## config.mk

```make
export PLATFORM = sky130hd
export DESIGN_NAME = spicmd_framer
export DESIGN_NICKNAME = d
export VERILOG_FILES = /design/src/rtl/spicmd_pkg.sv /design/src/rtl/spicmd_layout.sv /design/src/rtl/spicmd_crc7.sv /design/src/rtl/spicmd_resp.sv /design/src/rtl/spicmd_framer.sv
export SDC_FILE = /design/constraint.sdc
export NUM_CORES = 1
export LEC_CHECK = 0
export ABC_AREA = 1
export CELL_PAD_IN_SITES_DETAIL_PLACEMENT = 1
export CELL_PAD_IN_SITES_GLOBAL_PLACEMENT = 2
export CORE_MARGIN = 2
export CORE_UTILIZATION = 35
export CTS_CLUSTER_SIZE = 24
export DETAILED_ROUTE_END_ITERATION = 7
export DONT_BUFFER_PORTS = 1
export GPL_ROUTABILITY_DRIVEN = 0
export HOLD_SLACK_MARGIN = 0.08
export PLACE_DENSITY_LB_ADDON = 0.1
export RECOVER_POWER = 25
export SYNTH_ARGS = -nofsm -noshare
export SYNTH_HDL_FRONTEND = slang
export SYNTH_SLANG_ARGS = --single-unit
```

## constraint.sdc

```tcl
create_clock -name clk -period 2.45 [get_ports clk]
set_input_delay 0.49 -clock clk [delete_from_list [all_inputs] [get_ports clk]]
set_output_delay 0.49 -clock clk [all_outputs]
set_load 0.02 [all_outputs]
```

## src/rtl/spicmd_pkg.sv

```systemverilog
package spicmd_pkg;
  localparam int BYTE_W   = 8;
  localparam int ADDR_W   = 24;
  localparam int SIZE_W   = 24;
  localparam int DATA_W   = 32;
  localparam int CRC_W    = 7;
  localparam int MAX_BODY = 8;
  localparam int IDX_W    = $clog2(MAX_BODY);
  localparam int LEN_W    = $clog2(MAX_BODY + 2);

  localparam logic [7:0] OP_DMA_WR  = 8'hC1;
  localparam logic [7:0] OP_DMA_RD  = 8'hC2;
  localparam logic [7:0] OP_INT_WR  = 8'hC3;
  localparam logic [7:0] OP_INT_RD  = 8'hC4;
  localparam logic [7:0] OP_TERM    = 8'hC5;
  localparam logic [7:0] OP_REPEAT  = 8'hC6;
  localparam logic [7:0] OP_XDMA_WR = 8'hC7;
  localparam logic [7:0] OP_XDMA_RD = 8'hC8;
  localparam logic [7:0] OP_SGL_WR  = 8'hC9;
  localparam logic [7:0] OP_SGL_RD  = 8'hCA;
  localparam logic [7:0] OP_RESET   = 8'hCF;

  localparam logic [CRC_W-1:0] CRC_SEED = 7'h7F;
  localparam logic [CRC_W-1:0] CRC_POLY = 7'h09;

  typedef enum logic [2:0] {
    FMT_BAD, FMT_RD3, FMT_WR3, FMT_IRD, FMT_IWR, FMT_DMA2, FMT_DMA3, FMT_SPEC
  } fmt_e;

  typedef enum logic [1:0] {ST_IDLE, ST_SEND, ST_RESP} state_e;

  function automatic fmt_e classify(input logic [7:0] op);
    case (op)
      OP_SGL_RD:               return FMT_RD3;
      OP_SGL_WR:               return FMT_WR3;
      OP_INT_RD:               return FMT_IRD;
      OP_INT_WR:               return FMT_IWR;
      OP_DMA_WR, OP_DMA_RD:    return FMT_DMA2;
      OP_XDMA_WR, OP_XDMA_RD:  return FMT_DMA3;
      OP_TERM, OP_REPEAT,
      OP_RESET:                return FMT_SPEC;
      default:                 return FMT_BAD;
    endcase
  endfunction

  function automatic logic [CRC_W-1:0] crc7_byte(input logic [CRC_W-1:0] cur,
                                                 input logic [7:0] din);
    logic [CRC_W-1:0] c;
    logic fb;
    c = cur;
    for (int b = 7; b >= 0; b--) begin
      fb = c[CRC_W-1] ^ din[b];
      c  = {c[CRC_W-2:0], 1'b0};
      if (fb) c = c ^ CRC_POLY;
    end
    return c;
  endfunction
endpackage

```

## src/rtl/spicmd_layout.sv

```systemverilog
module spicmd_layout
  import spicmd_pkg::*;
(
  input  logic [7:0]                  op,
  input  logic [ADDR_W-1:0]           addr,
  input  logic [SIZE_W-1:0]           size,
  input  logic [DATA_W-1:0]           wdata,
  input  logic                        clockless,
  output logic [MAX_BODY-1:0][7:0]    body,
  output logic [LEN_W-1:0]            len,
  output logic                        skip,
  output logic                        lax,
  output logic                        legal
);
  localparam int NA = ADDR_W / BYTE_W;
  localparam int NS = SIZE_W / BYTE_W;
  localparam int ND = DATA_W / BYTE_W;

  logic [NA-1:0][7:0] addr_be;
  logic [NS-1:0][7:0] size_be;
  logic [ND-1:0][7:0] data_be;

  // Byte k of each field is the k-th most significant byte.
  for (genvar g = 0; g < NA; g++) begin : g_addr
    assign addr_be[g] = addr[ADDR_W-1-g*BYTE_W -: BYTE_W];
  end
  for (genvar g = 0; g < NS; g++) begin : g_size
    assign size_be[g] = size[SIZE_W-1-g*BYTE_W -: BYTE_W];
  end
  for (genvar g = 0; g < ND; g++) begin : g_data
    assign data_be[g] = wdata[DATA_W-1-g*BYTE_W -: BYTE_W];
  end

  fmt_e fmt;
  assign fmt = classify(op);

  always_comb begin
    body    = '0;
    body[0] = op;
    len     = '0;
    skip    = 1'b0;
    lax     = 1'b0;
    legal   = 1'b1;
    case (fmt)
      FMT_RD3: begin
        for (int k = 0; k < NA; k++) body[1+k] = addr_be[k];
        len = LEN_W'(1 + NA);
      end
      FMT_WR3: begin
        for (int k = 0; k < NA; k++) body[1+k] = addr_be[k];
        for (int k = 0; k < ND; k++) body[1+NA+k] = data_be[k];
        len = LEN_W'(1 + NA + ND);
      end
      FMT_IRD: begin
        body[1] = {clockless, addr[14:8]};
        body[2] = addr[7:0];
        body[3] = 8'h00;
        len     = LEN_W'(4);
        lax     = clockless;
      end
      FMT_IWR: begin
        body[1] = {clockless, addr[14:8]};
        body[2] = addr[7:0];
        for (int k = 0; k < ND; k++) body[3+k] = data_be[k];
        len     = LEN_W'(3 + ND);
        lax     = clockless;
      end
      FMT_DMA2: begin
        for (int k = 0; k < NA; k++) body[1+k] = addr_be[k];
        body[1+NA] = size[15:8];
        body[2+NA] = size[7:0];
        len = LEN_W'(3 + NA);
      end
      FMT_DMA3: begin
        for (int k = 0; k < NA; k++) body[1+k] = addr_be[k];
        for (int k = 0; k < NS; k++) body[1+NA+k] = size_be[k];
        len = LEN_W'(1 + NA + NS);
      end
      FMT_SPEC: begin
        for (int k = 0; k < NA; k++) body[1+k] = (op == OP_RESET) ? 8'hFF : 8'h00;
        len  = LEN_W'(1 + NA);
        skip = 1'b1;
      end
      default: legal = 1'b0;
    endcase
  end
endmodule

```

## src/rtl/spicmd_crc7.sv

```systemverilog
module spicmd_crc7
  import spicmd_pkg::*;
#(
  parameter logic [CRC_W-1:0] SEED = CRC_SEED
) (
  input  logic       clk,
  input  logic       rst_n,
  input  logic       clear,
  input  logic       step,
  input  logic [7:0] din,
  output logic [7:0] crc_byte
);
  logic [CRC_W-1:0] crc_q;

  always_ff @(posedge clk or negedge rst_n) begin
    if (!rst_n)      crc_q <= SEED;
    else if (clear)  crc_q <= SEED;
    else if (step)   crc_q <= crc7_byte(crc_q, din);
  end

  assign crc_byte = {crc_q, 1'b0};
endmodule

```

## src/rtl/spicmd_resp.sv

```systemverilog
module spicmd_resp (
  input  logic       clk,
  input  logic       rst_n,
  input  logic       start,
  input  logic       active,
  input  logic       rx_valid,
  input  logic [7:0] rx_data,
  input  logic [7:0] op,
  input  logic       skip,
  input  logic       lax,
  output logic       fin,
  output logic       echo_err,
  output logic       status_err
);
  logic [1:0] pos_q;
  logic       echo_bad_q;
  logic       take, at_echo;
  logic [1:0] echo_pos;

  assign take     = active && rx_valid;
  assign echo_pos = {1'b0, skip};
  assign at_echo  = take && (pos_q == echo_pos);
  assign fin      = take && (pos_q == echo_pos + 2'd1);

  always_ff @(posedge clk or negedge rst_n) begin
    if (!rst_n) begin
      pos_q      <= '0;
      echo_bad_q <= 1'b0;
    end else if (start) begin
      pos_q      <= '0;
      echo_bad_q <= 1'b0;
    end else if (take && !fin) begin
      pos_q <= pos_q + 2'd1;
      if (at_echo) echo_bad_q <= (rx_data != op);
    end
  end

  assign echo_err   = echo_bad_q && !lax;
  assign status_err = (rx_data != 8'h00) && !lax;
endmodule

```

## src/rtl/spicmd_framer.sv

```systemverilog
module spicmd_framer
  import spicmd_pkg::*;
#(
  parameter logic [CRC_W-1:0] CRC_INIT = CRC_SEED
) (
  input  logic        clk,
  input  logic        rst_n,
  input  logic        req_valid,
  output logic        req_ready,
  input  logic [7:0]  req_op,
  input  logic [23:0] req_addr,
  input  logic [23:0] req_size,
  input  logic [31:0] req_wdata,
  input  logic        req_clockless,
  input  logic        crc_en,
  output logic        tx_valid,
  input  logic        tx_ready,
  output logic [7:0]  tx_data,
  input  logic        rx_valid,
  input  logic [7:0]  rx_data,
  output logic        done,
  output logic        err_opcode,
  output logic        err_echo,
  output logic        err_status
);
  state_e                   state_q;
  logic [MAX_BODY-1:0][7:0] frame_q;
  logic [LEN_W-1:0]         len_q, idx_q;
  logic                     skip_q, lax_q, crc_on_q;
  logic [7:0]               op_q;
  logic                     done_q, err_op_q, err_echo_q, err_stat_q;

  logic [MAX_BODY-1:0][7:0] lay_body;
  logic [LEN_W-1:0]         lay_len;
  logic                     lay_skip, lay_lax, lay_legal;

  logic       accept, tx_fire, on_crc, last_byte;
  logic [7:0] body_byte, crc_byte;
  logic       resp_fin, resp_echo_err, resp_status_err;

  spicmd_layout u_layout (
    .op        (req_op),
    .addr      (req_addr),
    .size      (req_size),
    .wdata     (req_wdata),
    .clockless (req_clockless),
    .body      (lay_body),
    .len       (lay_len),
    .skip      (lay_skip),
    .lax       (lay_lax),
    .legal     (lay_legal)
  );

  assign req_ready = (state_q == ST_IDLE) && !done_q;
  assign accept    = req_valid && req_ready;
  assign tx_valid  = (state_q == ST_SEND);
  assign tx_fire   = tx_valid && tx_ready;
  assign on_crc    = (idx_q == len_q);
  assign body_byte = frame_q[idx_q[IDX_W-1:0]];
  assign tx_data   = on_crc ? crc_byte : body_byte;
  assign last_byte = crc_on_q ? on_crc : (idx_q == len_q - LEN_W'(1));

  spicmd_crc7 #(.SEED(CRC_INIT)) u_crc (
    .clk      (clk),
    .rst_n    (rst_n),
    .clear    (accept),
    .step     (tx_fire && !on_crc),
    .din      (body_byte),
    .crc_byte (crc_byte)
  );

  spicmd_resp u_resp (
    .clk        (clk),
    .rst_n      (rst_n),
    .start      (accept),
    .active     (state_q == ST_RESP),
    .rx_valid   (rx_valid),
    .rx_data    (rx_data),
    .op         (op_q),
    .skip       (skip_q),
    .lax        (lax_q),
    .fin        (resp_fin),
    .echo_err   (resp_echo_err),
    .status_err (resp_status_err)
  );

  always_ff @(posedge clk or negedge rst_n) begin
    if (!rst_n) begin
      state_q    <= ST_IDLE;
      frame_q    <= '0;
      len_q      <= '0;
      idx_q      <= '0;
      skip_q     <= 1'b0;
      lax_q      <= 1'b0;
      crc_on_q   <= 1'b0;
      op_q       <= '0;
      done_q     <= 1'b0;
      err_op_q   <= 1'b0;
      err_echo_q <= 1'b0;
      err_stat_q <= 1'b0;
    end else begin
      done_q <= 1'b0;
      case (state_q)
        ST_IDLE: if (accept) begin
          if (lay_legal) begin
            state_q  <= ST_SEND;
            frame_q  <= lay_body;
            len_q    <= lay_len;
            idx_q    <= '0;
            skip_q   <= lay_skip;
            lax_q    <= lay_lax;
            crc_on_q <= crc_en;
            op_q     <= req_op;
          end else begin
            done_q     <= 1'b1;
            err_op_q   <= 1'b1;
            err_echo_q <= 1'b0;
            err_stat_q <= 1'b0;
          end
        end
        ST_SEND: if (tx_fire) begin
          idx_q <= idx_q + LEN_W'(1);
          if (last_byte) state_q <= ST_RESP;
        end
        ST_RESP: if (resp_fin) begin
          state_q    <= ST_IDLE;
          done_q     <= 1'b1;
          err_op_q   <= 1'b0;
          err_echo_q <= resp_echo_err;
          err_stat_q <= resp_status_err;
        end
        default: state_q <= ST_IDLE;
      endcase
    end
  end

  assign done       = done_q;
  assign err_opcode = err_op_q;
  assign err_echo   = err_echo_q;
  assign err_status = err_stat_q;

  assert_hold_R8: assert property (@(posedge clk) disable iff (!rst_n)
    tx_valid && !tx_ready |=> tx_valid && $stable(tx_data));

  assert_busy_R8: assert property (@(posedge clk) disable iff (!rst_n)
    tx_valid |-> !req_ready);

  assert_done_pulse_R9: assert property (@(posedge clk) disable iff (!rst_n)
    done |=> !done);

  assert_err_hold_R12: assert property (@(posedge clk) disable iff (!rst_n)
    !done |-> $stable({err_opcode, err_echo, err_status}));

  assert_lax_R10: assert property (@(posedge clk) disable iff (!rst_n)
    done && lax_q && !err_opcode |-> !err_echo && !err_status);
endmodule

```

* Yosys cells after proc, flatten, opt, wreduce, memory -nomap -nowiden *
Index checks and enable logic that the tools add are counted.

operators by class
  equality and inequality tests = 31
  reductions and logical operators = 34
  mux-type cells = 67
  $add $sub $neg = 4
  magnitude comparators = 1
  bitwise gates (word level) = 16

operators with widths
  operator              count
  $mux W7               16
  $pmux W24 S4          1
  $eq A8 B8 Y1 const B  11
  $pmux W16 S4          1
  $mux W4               11
  $mux W8               4
  $bmux W8 S3           1
  $pmux W8 S3           1
  $pmux W3 S7           1
  $mux W1               17
  $not A2 Y2            8
  $pmux W4 S4           1
  $mux W2               7
  $eq A3 B3 Y1 const B  4
  $logic_and A1 B1 Y1   10
  $reduce_bool A2 Y1    5
  $eq A4 B4 Y1          2
  $ne A2 B2 Y1 const B  4
  $ne A8 B8 Y1          1
  $pmux W1 S2           4
  $pmux W4 S2           1
  $reduce_and A4 Y1     2
  $reduce_bool A8 Y1    1
  $reduce_or A2 Y1      4
  22 further kinds      35

word-level totals
  word-level logic and storage cells = 174
  output and inout bits = 14
  flip-flop bits (word level) = 91

* Logic depth before layout (Yosys ltp) *
Gate-level depths: netlist of run 1.

  depth after elaboration = 34
  gate-level depth with buffers = 16
  gate-level depth less buffers = 15

* Cells and area by module *
A second synthesis of run 1 with hierarchy kept.

second synthesis, totals
  cells, all modules = 1075
  area total of the unflattened synthesis = 6935.4 um^2

modules (own cells, without submodules)
  module         cells each  area an instance (um^2)  times used
  spicmd_framer  555         4279.1                   1
  spicmd_layout  376         1780.5                   1
  spicmd_crc7    78          524.3                    1
  spicmd_resp    66          351.6                    1

* Worst setup path before layout of run 1 *
No wires, ideal clock.

  path type = input port to flip-flop
  start point = input req_op[7]
  end point = register frame_q[28] (netlist bit)
  setup slack = 0.156 ns
  arrival time = 2.217 ns
  cell stages on the path = 14
  cells stage by stage = nand2_1 -> nor3_4 -> nand3_2 -> nand3_1 -> nor2_4 -> inv_1 -> ha_1 -> inv_1 -> nor2_1 -> buf_2 -> a21oi_1 -> o21ai_0 -> nand2_1 -> o21ai_1

on the way
  cells in the longest elaborated chain, start to end = 7
  elaborated cells between the ends (all ways) = 28
  those cells by class = eq/ne (18); mux (4); reduce/logical (6)

RTL lines
  item                                                         RTL line                               source
  start: declaration                                           spicmd_framer.sv:10                    input logic [7:0] req_op,
  $eq A8 B8 Y1, on equally long branches                       spicmd_pkg.sv:33, spicmd_layout.sv:80
  $reduce_or A3 Y1 / $reduce_or A2 Y1 (equally long branches)  spicmd_pkg.sv:33                       case (op)
  $pmux W3 S7                                                  spicmd_pkg.sv:33
  $eq A3 B1 Y1, or another cell as far along                   spicmd_layout.sv:44                    case (fmt)
  $reduce_or A7 Y1 (no source line)                            n/a
  $mux W1                                                      spicmd_layout.sv:44
  $reduce_and A3 Y1 (no source line)                           n/a
  end signal: assignment                                       spicmd_framer.sv:107                   frame_q <= lay_body;
  end: declaration                                             spicmd_framer.sv:27                    logic [MAX_BODY-1:0][7:0] frame_q;

Parallel ways exist; a longest one is shown, timed or not.
A chain may end at the register's enable or synchronous reset.

* Final worst setup path of run 1 *
  start point = register idx_q[0]
  end point = output tx_data[2]

on the way
  cells in the longest elaborated chain, start to end = 3
  elaborated cells between the ends (all ways) = 4
  those cells by class = eq/ne (1); mux (3)

RTL lines
  item                           RTL line              source
  start: declaration             spicmd_framer.sv:28   logic [LEN_W-1:0] len_q, idx_q;
  start signal: assignment       spicmd_framer.sv:122  idx_q <= idx_q + LEN_W'(1);
  $bmux W8 S3                    spicmd_framer.sv:59   assign body_byte = frame_q[idx_q[IDX_W-1:0]];
  $mux W8 (implied by the code)  spicmd_framer.sv:59
  $mux W8 (*)                    spicmd_framer.sv:60   assign tx_data = on_crc ? crc_byte : body_byte;
  end: declaration               spicmd_framer.sv:18   output logic [7:0] tx_data,

Every way passes the cells marked *; elsewhere a longest branch is shown, timed or not. The select of a mux whose other input is x is not followed.

==> results.json, run 1 <==
{
  "path_clk_slew_ns": 0.07,
  "syn-cell-area_um2": 6002,
  "grt_use_met2_pct": 37.56,
  "cp.required_ns": 1.96,
  "routed_wl_um": 21370,
  "powerDensity_nw_per_um2": 1110,
  "synthFlopType": "dfrtp_1",
  "clockBufferDepth": 2,
  "coreArea_um2": 16700,
  "worstSetupEndpointType": "primary output",
  "cp.arrival_ns": 1.89,
  "numCtsBuffers": 9,
  "holdWs_ns": -0.1642,
  "drc_errors": 0,
  "fp.dieH_um": 135.0,
  "yosysTopAreaCell": "dfrtp_1",
  "ys_ff_latch": 91,
  "hp-class": "input pin to asynchronous set/reset pin",
  "fmax_ghz": 0.4197,
  "crit_type": "flip-flop to primary output",
  "reg2reg_depth": 18,
  "synth_edf_count": 0,
  "synth.avg_cell_area_um2": 6.684,
  "period_minus_slack_ns": 2.383,
  "skew_ns": 0.006510,
  "worstReg2RegStart": "idx_q[0]",
  "met3_usage_pct": 4.279,
  "rsz0062_at_grt": "true",
  "cts_tree": "yes",
  "ios": 117,
  "hpwl_um": 15810,
  "root_buffer": "clkbuf_16",
  "start_kind": "flip-flop",
  "setup_viol": 0,
  "ff2ff_setup_slack_ns": 0.35,
  "synthTopCellsByArea": "dfrtp_1, nand2_1, inv_1, nand3_1, o21ai_1",
  "diodes": 0,
  "vias": 5990,
  "post-route-period-util_pct": 97.25,
  "maxCapViolations": 0,
  "port_buffers": 0,
  "synthCells": 898,
  "syn2layout_area_growth_pct": 21.26,
  "worst_pin_slew_ns": 0.5873,
  "grt_pass1_vias": 6219,
  "p_leak_nw": 3.613,
  "ys_seq_area_share_pct": 38.09,
  "ys_types": 39,
  "overflow": 0,
  "wl_per_cell_um": 18.34,
  "final_util_pct": 43.58,
  "yosys-top-cells-count": "nand2_1, inv_1, dfrtp_1",
  "hold_viol": 84,
  "ys_warn_count": 0,
  "async_flop_share_pct": 100.0,
  "start_util_pct": 35.94,
  "relSlewSlack_pct": 60.85,
  "grt_busiest_layer": "met2",
  "vias_per_cell": 5.142,
  "syn_nets": 1005,
  "synth.most_common_cell": "nand2_1",
  "htreeDepth": 3,
  "violations": "hold timing",
  "clock_latency_ns": 0.35,
  "nets": 1047,
  "netlist.area_leader.share_pct": 35.02,
  "dieArea_um2": 18210,
  "grt_pass1_wl_um": 33480,
  "drv_slew": 0,
  "first_pass_iters": 4,
  "drtIter0Drc": 271,
  "global_route.usage.met1_pct": 34.08,
  "outcome": "finished, violations left",
  "clock_sinks": 91,
  "die_x_um": 135.0,
  "grt_max_degree": 92,
  "crit_path_max_fanout": 8,
  "antenna_found_initial": 0,
  "vdd_drop_max_mv": 0.6141,
  "ant_nets": 0,
  "row_count": 47,
  "groute.usage.overall_pct": 23.80,
  "r2r_end": "u_crc.crc_q[4]",
  "drive_gt1_share_pct": 16.72
}
==> power breakdown <==
part	switching, mW	internal, mW
logic	2.70	1.76
registers	0.266	1.94
clock network	0.618	0.794
total	3.59	4.49
==> routing by layer <==
layer  up-vias  wire length (um)
met2       129             10010
met5         -                 0
met3        14              1083
met1      2877             10080
met4         0               206
li1       2970                 -
==> critical path, stage by stage (launching register included) <==
cell     delay, ns
dfrtp_2       0.44
buf_12        0.16
buf_12        0.14
nor2_4        0.09
nor2_1        0.05
o21ai_1       0.11
nand2_1       0.11
nand2_2       0.10
nand2_2       0.07
nand2_2       0.06
o21ai_2       0.06
buf_6         0.13
==> layout by cell type, fill, tap and decap left out, drive strengths merged <==
cell,netlist,routed
nand3,74,74
clkbuf,11,11
a21oi,47,47
dfrtp,84,84
o21ai,100,100
a22oi,10,10
xor2,14,14
o22ai,22,22
a21boi,2,2
a31oi,1,1
clkinvlp,0,2
or2,1,1
inv,129,131
buf,28,68
ha,4,4
and3,1,1
o211a,1,1
o221ai,1,1
bufinv,0,1
nor2,66,66
o211ai,3,3
dfstp,7,7
clkinv,2,4
nand4,6,6
nand2,271,271
xnor2,3,3
nor3,6,6
nor4,4,4
==> final cells by class <==
cell class	instances	area, um^2
Clock buffer	10	229.0
Timing Repair Buffer	69	706.9
Fill cell	2151	9423
Tap cell	220	275.3
Inverter	131	501.7
Timing Repair inverter	1	7.507
Sequential cell	91	2288
Multi-Input combinational cell	637	3204
Clock inverter	6	65.06
==> worst max path at each step <==
stage	start	endpoint	slack, ns	cells past startpoint
finish	idx_q[0]	tx_data[2]	0.07	11
global route	idx_q[0]	tx_data[2]	-0.02	11
CTS	idx_q[0]	tx_data[2]	-0.01	11
detailed placement	req_op[7]	frame_q[27]	-0.17	17
global placement	req_op[7]	frame_q[27]	-0.05	17
floorplan	req_op[7]	frame_q[28]	0.16	14
==> sequential cells by signal, summed over array words and instances, names as in the netlist, 2 cells and up <==
| register | flops |
|---|---|
| frame_q | 56 |
| op_q | 8 |
| u_crc.crc_q | 7 |
| idx_q | 4 |
| len_q | 4 |
| state_q | 2 |
| u_resp.pos_q | 2 |
==> kinds of logic (layout without fill, tap and decap cells) <==
kind of cell,Yosys count,in the layout,share of synthesized area [%]
flip-flops,91,91,38.09
XOR/XNOR,17,17,2.481
AND/OR/NAND/NOR,429,429,30.21
AO/OA/AOI/OAI,187,187,16.97
adder cells (fa/ha/maj),4,4,0.8339
buffers and inverters,170,217,11.42
==> metrics by stage <==
| stage | setup TNS, ns | worst slack [ns] | std cells | power [mW] | cell area, um^2 |
|---|---|---|---|---|---|
| 4_1_cts | -0.01204 | -0.01204 | 1154 | 7.748 | 7049 |
| 3_3_place_gp | -0.1260 | -0.05251 | 1127 | 5.763 | 6521 |
| 5_1_grt | -0.06972 | -0.02093 | 1165 | 8.702 | 7278 |
| 3_5_place_dp | -2.370 | -0.1653 | 1127 | 5.888 | 6521 |
| 2_1_floorplan | 0 | 0.1562 | 898 | 4.584 | 6002 |
| 6_report | 0 | 0.06740 | 1165 | 8.081 | 7278 |
==> repair_timing <==
action | in CTS | in global routing
pin swaps | 9 | 14
cloned | 3 | 1
setup endpoints to repair | 8 | 11
gates resized for setup | 39 | 42
hold endpoints to repair | 91 | 91
setup buffers | 8 | 10
No activity file was read; power rests on OpenSTA's default activity.
==> run 2, diff against run 1 <==
clock period = 2.31 ns   (was 2.45 ns; I/O delays follow)
==> results.json, run 2 (same netlist as run 1, synthesis figures left out) <==
{
  "total_power_mw": 8.857,
  "numCtsBuffers": 9,
  "rsz0062_at_grt": "true",
  "path_clk_slew_ns": 0.07,
  "violations": "hold timing, setup timing",
  "clock_sinks": 91,
  "ant_nets": 0,
  "hp-class": "input pin to asynchronous set/reset pin",
  "relSlewSlack_pct": 67.19,
  "drive_gt1_share_pct": 18.03,
  "final_util_pct": 44.73,
  "powerDensity_nw_per_um2": 1186,
  "tns_ns": -0.01094,
  "reg_top3": "frame_q: 56 flops, op_q: 8 flops, u_crc.crc_q: 7 flops",
  "dieArea_um2": 18210,
  "p_leak_nw": 3.722,
  "dp.cells": 1139,
  "fillers": 2145,
  "overflow": 0,
  "nets": 1067,
  "syn2layout_area_growth_pct": 24.47,
  "holdWs_ns": -0.2014,
  "cts_tree": "yes",
  "fp.dieH_um": 135.0,
  "antenna_found_initial": 0,
  "start_util_pct": 35.94,
  "start_kind": "flip-flop",
  "vias": 6099,
  "fmax_ghz": 0.4317,
  "coreArea_um2": 16700,
  "maxCapViolations": 0,
  "grt_busiest_layer": "met2",
  "groute.usage.overall_pct": 24.41,
  "drc_errors": 0,
  "grt_pass1_vias": 6416,
  "final_cell_mix": "nand2_1, inv_1, dfrtp_1, buf_4, nor2_1",
  "hpwl_um": 16230,
  "clock_latency_ns": 0.35,
  "global_route.usage.met1_pct": 34.29,
  "diodes": 0,
  "root_buffer": "clkbuf_16",
  "grt_pass1_wl_um": 34430,
  "wl_per_cell_um": 18.04,
  "hold_viol": 86,
  "period_minus_slack_ns": 2.317,
  "largest_reg_flops": 56,
  "drtIter0Drc": 314,
  "setup_viol": 2,
  "largest-register": "frame_q",
  "cp.arrival_ns": 1.85,
  "setup_slack_ns": -0.006561,
  "ios": 117,
  "first_pass_iters": 4,
  "met3_usage_pct": 5.931,
  "worstSetupEndpointType": "primary output",
  "port_buffers": 0,
  "grt_use_met2_pct": 38.30,
  "cp.required_ns": 1.85,
  "place_ws_ns": -0.2018,
  "vdd_drop_max_mv": 0.6064,
  "fin_area_um2": 7471,
  "crit_type": "flip-flop to primary output",
  "post-route-period-util_pct": 100.3,
  "die_x_um": 135.0,
  "vias_per_cell": 5.147,
  "skew_ns": 0.007086,
  "layout_commonest_cell": "nand2_1",
  "clockBufferDepth": 2,
  "crit_path_max_fanout": 12,
  "worst_pin_slew_ns": 0.4904,
  "htreeDepth": 3,
  "placed_area_um2": 6636,
  "routed_wl_um": 21380,
  "row_count": 47,
  "fin_cells": 1185,
  "grt_max_degree": 92,
  "drv_slew": 0,
  "outcome": "finished, violations left"
}
==> run 2: per-layer routing <==
layer	wire, um	part of all wire [%]	up-vias
met5	0	0	-
met4	290	1.4	0
met3	1251	5.9	15
met2	9573	45	147
met1	10260	48	2923
li1	-	-	3014
==> run 2: critical path, cell delays in order (launching register included) <==
cell and delay (ns):
dfrtp_1 0.42, buf_12 0.16, buf_12 0.15, o21ai_4 0.14, a21oi_2 0.08, o21ai_1 0.08, buf_4 0.15, nand2_2 0.07
o21ai_2 0.12, buf_6 0.13
==> run 2: final cells by class <==
type                       count  area (um^2)  area share [%]
timing repair buffer          89        859.6           11.51
sequential                    91         2286           30.60
tap                          220        275.3           3.684
clock buffer                  11        252.7           3.383
multi-input combinational    637         3221           43.11
clock inverter                 5        58.81          0.7871
inverter                     131        510.5           6.833
timing repair inverter         1        7.507          0.1005
==> run 2: what timing repair did <==
| action | CTS | global route |
|---|---|---|
| endpoints found under the hold margin | 91 | 91 |
| pin swaps | 16 | 13 |
| resized for setup | 62 | 20 |
| gates cloned | 3 | 0 |
| buffers inserted | 17 | 10 |
| endpoints found under the setup margin | 8 | 10 |
==> run 2: path summary, 6_finish.rpt <==
| path | cells after the start | slack [ns] | end | start |
|---|---|---|---|---|
| min in group clk | 2 | 0.24 | op_q[3] | req_op[3] |
| hold reg to reg | 2 | 0.49 | frame_q[58] | frame_q[58] |
| hold / removal | 0 | -0.20 | err_status | rst_n |
| setup / recovery | 9 | -0.007 | tx_data[6] | idx_q[0] |
| max in group asynchronous | 0 | 2.29 | u_crc.crc_q[0] | rst_n |
| setup reg to reg | 18 | 0.12 | u_crc.crc_q[5] | idx_q[0] |
==> run 2: power breakdown <==
part           switching (mW)  internal (mW)
Clock                   0.686          0.901
Combinational            2.95           1.99
Sequential              0.273           2.06
==> run 3, diff against run 2 <==
CORE_MARGIN = unset   (was 2)
==> results.json, run 3 (same netlist as run 1, synthesis figures left out) <==
{
  "vias_per_cell": 5.197,
  "worst_pin_slew_ns": 0.4309,
  "ant_nets": 0,
  "powerDensity_nw_per_um2": 1173,
  "grt_max_degree": 92,
  "maxCapViolations": 0,
  "clock_sinks": 91,
  "vdd_drop_max_mv": 0.8811,
  "tns_ns": -0.1071,
  "slowest_delay_ns": 0.45,
  "crit_chain": "buf_12 > buf_12 > nor2_4 > nor2_1 > o21ai_1 > nand2_1 > nand2_2 > nand2_2 > nand2_2 > o21ai_2 > buf_6",
  "skew_ns": 0.007805,
  "vias": 6117,
  "reg_top3": "frame_q: 56 flops, op_q: 8 flops, u_crc.crc_q: 7 flops",
  "clockBufferDepth": 2,
  "drc_errors": 0,
  "routed_wl_um": 21750,
  "setup_slack_ns": -0.04534,
  "nets": 1059,
  "die_x_um": 133.0,
  "drtIter0Drc": 268,
  "diodes": 0,
  "largest_reg_flops": 56,
  "overflow": 0,
  "htreeDepth": 3,
  "drive_gt1_share_pct": 17.55,
  "first_pass_iters": 4,
  "cp.required_ns": 1.85,
  "row_count": 47,
  "cts_tree": "yes",
  "critPathBufInv": 3,
  "clock_latency_ns": 0.35,
  "coreArea_um2": 16640,
  "syn2layout_area_growth_pct": 23.68,
  "hold_viol": 84,
  "rsz0062_at_grt": "true",
  "fp.dieH_um": 133.0,
  "critPathMostFrequentCell": "nand2_2",
  "groute.usage.overall_pct": 25.31,
  "total_power_mw": 8.708,
  "path_clk_slew_ns": 0.06,
  "drv_slew": 0,
  "final_cell_mix": "nand2_1, inv_1, dfrtp_1, nand3_1, o21ai_1",
  "port_buffers": 0,
  "period_minus_slack_ns": 2.355,
  "layout_commonest_cell": "nand2_1",
  "holdWs_ns": -0.1978,
  "crit_type": "flip-flop to primary output",
  "fmax_ghz": 0.4246,
  "p_leak_nw": 3.652,
  "ios": 117,
  "root_buffer": "clkbuf_16",
  "hp-class": "input pin to asynchronous set/reset pin",
  "grt_pass1_wl_um": 34350,
  "violations": "hold timing, setup timing",
  "grt_pass1_vias": 6432,
  "start_util_pct": 36.06,
  "critPathTopFamily": "simple AND/OR/NAND/NOR gates",
  "hpwl_um": 15800,
  "crit_path_max_fanout": 8,
  "largest-register": "frame_q",
  "dieArea_um2": 17680,
  "worstSetupEndpointType": "primary output",
  "fillers": 2146,
  "cp_slowest_cell": "dfrtp_2",
  "cp.arrival_ns": 1.89,
  "antenna_found_initial": 0,
  "numCtsBuffers": 9,
  "wl_per_cell_um": 18.48,
  "setup_viol": 7,
  "outcome": "finished, violations left",
  "post-route-period-util_pct": 102.0,
  "start_kind": "flip-flop",
  "relSlewSlack_pct": 71.25
}
[run 3: cell count changes in the layout (fill, tap and decap cells not counted), moves of 3 or more]
cell / previous run / this run
o21ai_2: 9 / 12
clkbuf_1: 0 / 3
nor2_1: 62 / 55
buf_4: 71 / 58
nor2_4: 1 / 6
nand2_1: 250 / 257
nand2_2: 17 / 11
buf_6: 5 / 11
o21ai_0: 30 / 27
[run 3: stage by stage]
step / std cells / hold slack [ns] / cell area (um^2) / util (%) / setup WS (ns)
CTS: 1163 / -0.2131 / 7127 / 42.82 / -0.06489
finish: 1177 / -0.1978 / 7423 / 44.61 / -0.04534
detailed placement: 1131 / 0.1689 / 6564 / 39.44 / -0.2696
global route: 1177 / -0.2166 / 7423 / 44.61 / -0.1036
floorplan: 898 / 0.1664 / 6002 / - / 0.04421
global placement: 1131 / 0.1692 / 6564 / 39.44 / -0.1304
[run 3: repair_timing]
item	4_1_cts	5_1_grt
gates cloned	2	2
pin swaps	15	25
buffers inserted	14	12
setup endpoints to repair	8	21
hold endpoints to repair	91	91
resized for setup	55	46
[run 3: report_power, final]
part / total [mW] / switching, mW / leakage (nW) / internal, mW
Sequential: 2.35 / 0.290 / 1.18 / 2.06
Clock: 1.41 / 0.624 / 0.137 / 0.787
Combinational: 4.95 / 2.95 / 2.34 / 2.00
[run 3: final timing paths]
| kind | from | to | slack [ns] | cells past startpoint |
|---|---|---|---|---|
| min in group clk | req_op[3] | op_q[3] | 0.25 | 2 |
| hold reg to reg | frame_q[25] | frame_q[25] | 0.49 | 2 |
| setup / recovery | idx_q[0] | tx_data[2] | -0.05 | 11 |
| hold / removal | rst_n | err_opcode | -0.20 | 0 |
| max in group asynchronous | rst_n | u_crc.crc_q[0] | 2.24 | 0 |
| setup reg to reg | idx_q[0] | u_crc.crc_q[4] | 0.17 | 16 |
[run 3: layout make-up]
| class | count | area, um^2 | area share, % |
|---|---|---|---|
| repair buffers | 81 | 824.5 | 11.11 |
| repair inverters | 1 | 7.507 | 0.1011 |
| flip-flops and latches | 91 | 2288 | 30.83 |
| clock inverters | 2 | 10.01 | 0.1348 |
| inverters | 131 | 505.5 | 6.809 |
| clock buffers | 14 | 264.0 | 3.556 |
| multi-input cells | 637 | 3248 | 43.76 |
| well taps | 220 | 275.3 | 3.708 |
[run 3: metal layers]
| metal | vias up | part of all wire (%) | track usage, % |
|---|---|---|---|
| met4 | 0 | 1.6 | 8.046 |
| met3 | 18 | 6.6 | 6.552 |
| met1 | 2960 | 46 | 33.86 |
| met2 | 153 | 46 | 39.76 |
| met5 | - | 0 | 0 |
| li1 | 2986 | - | - |
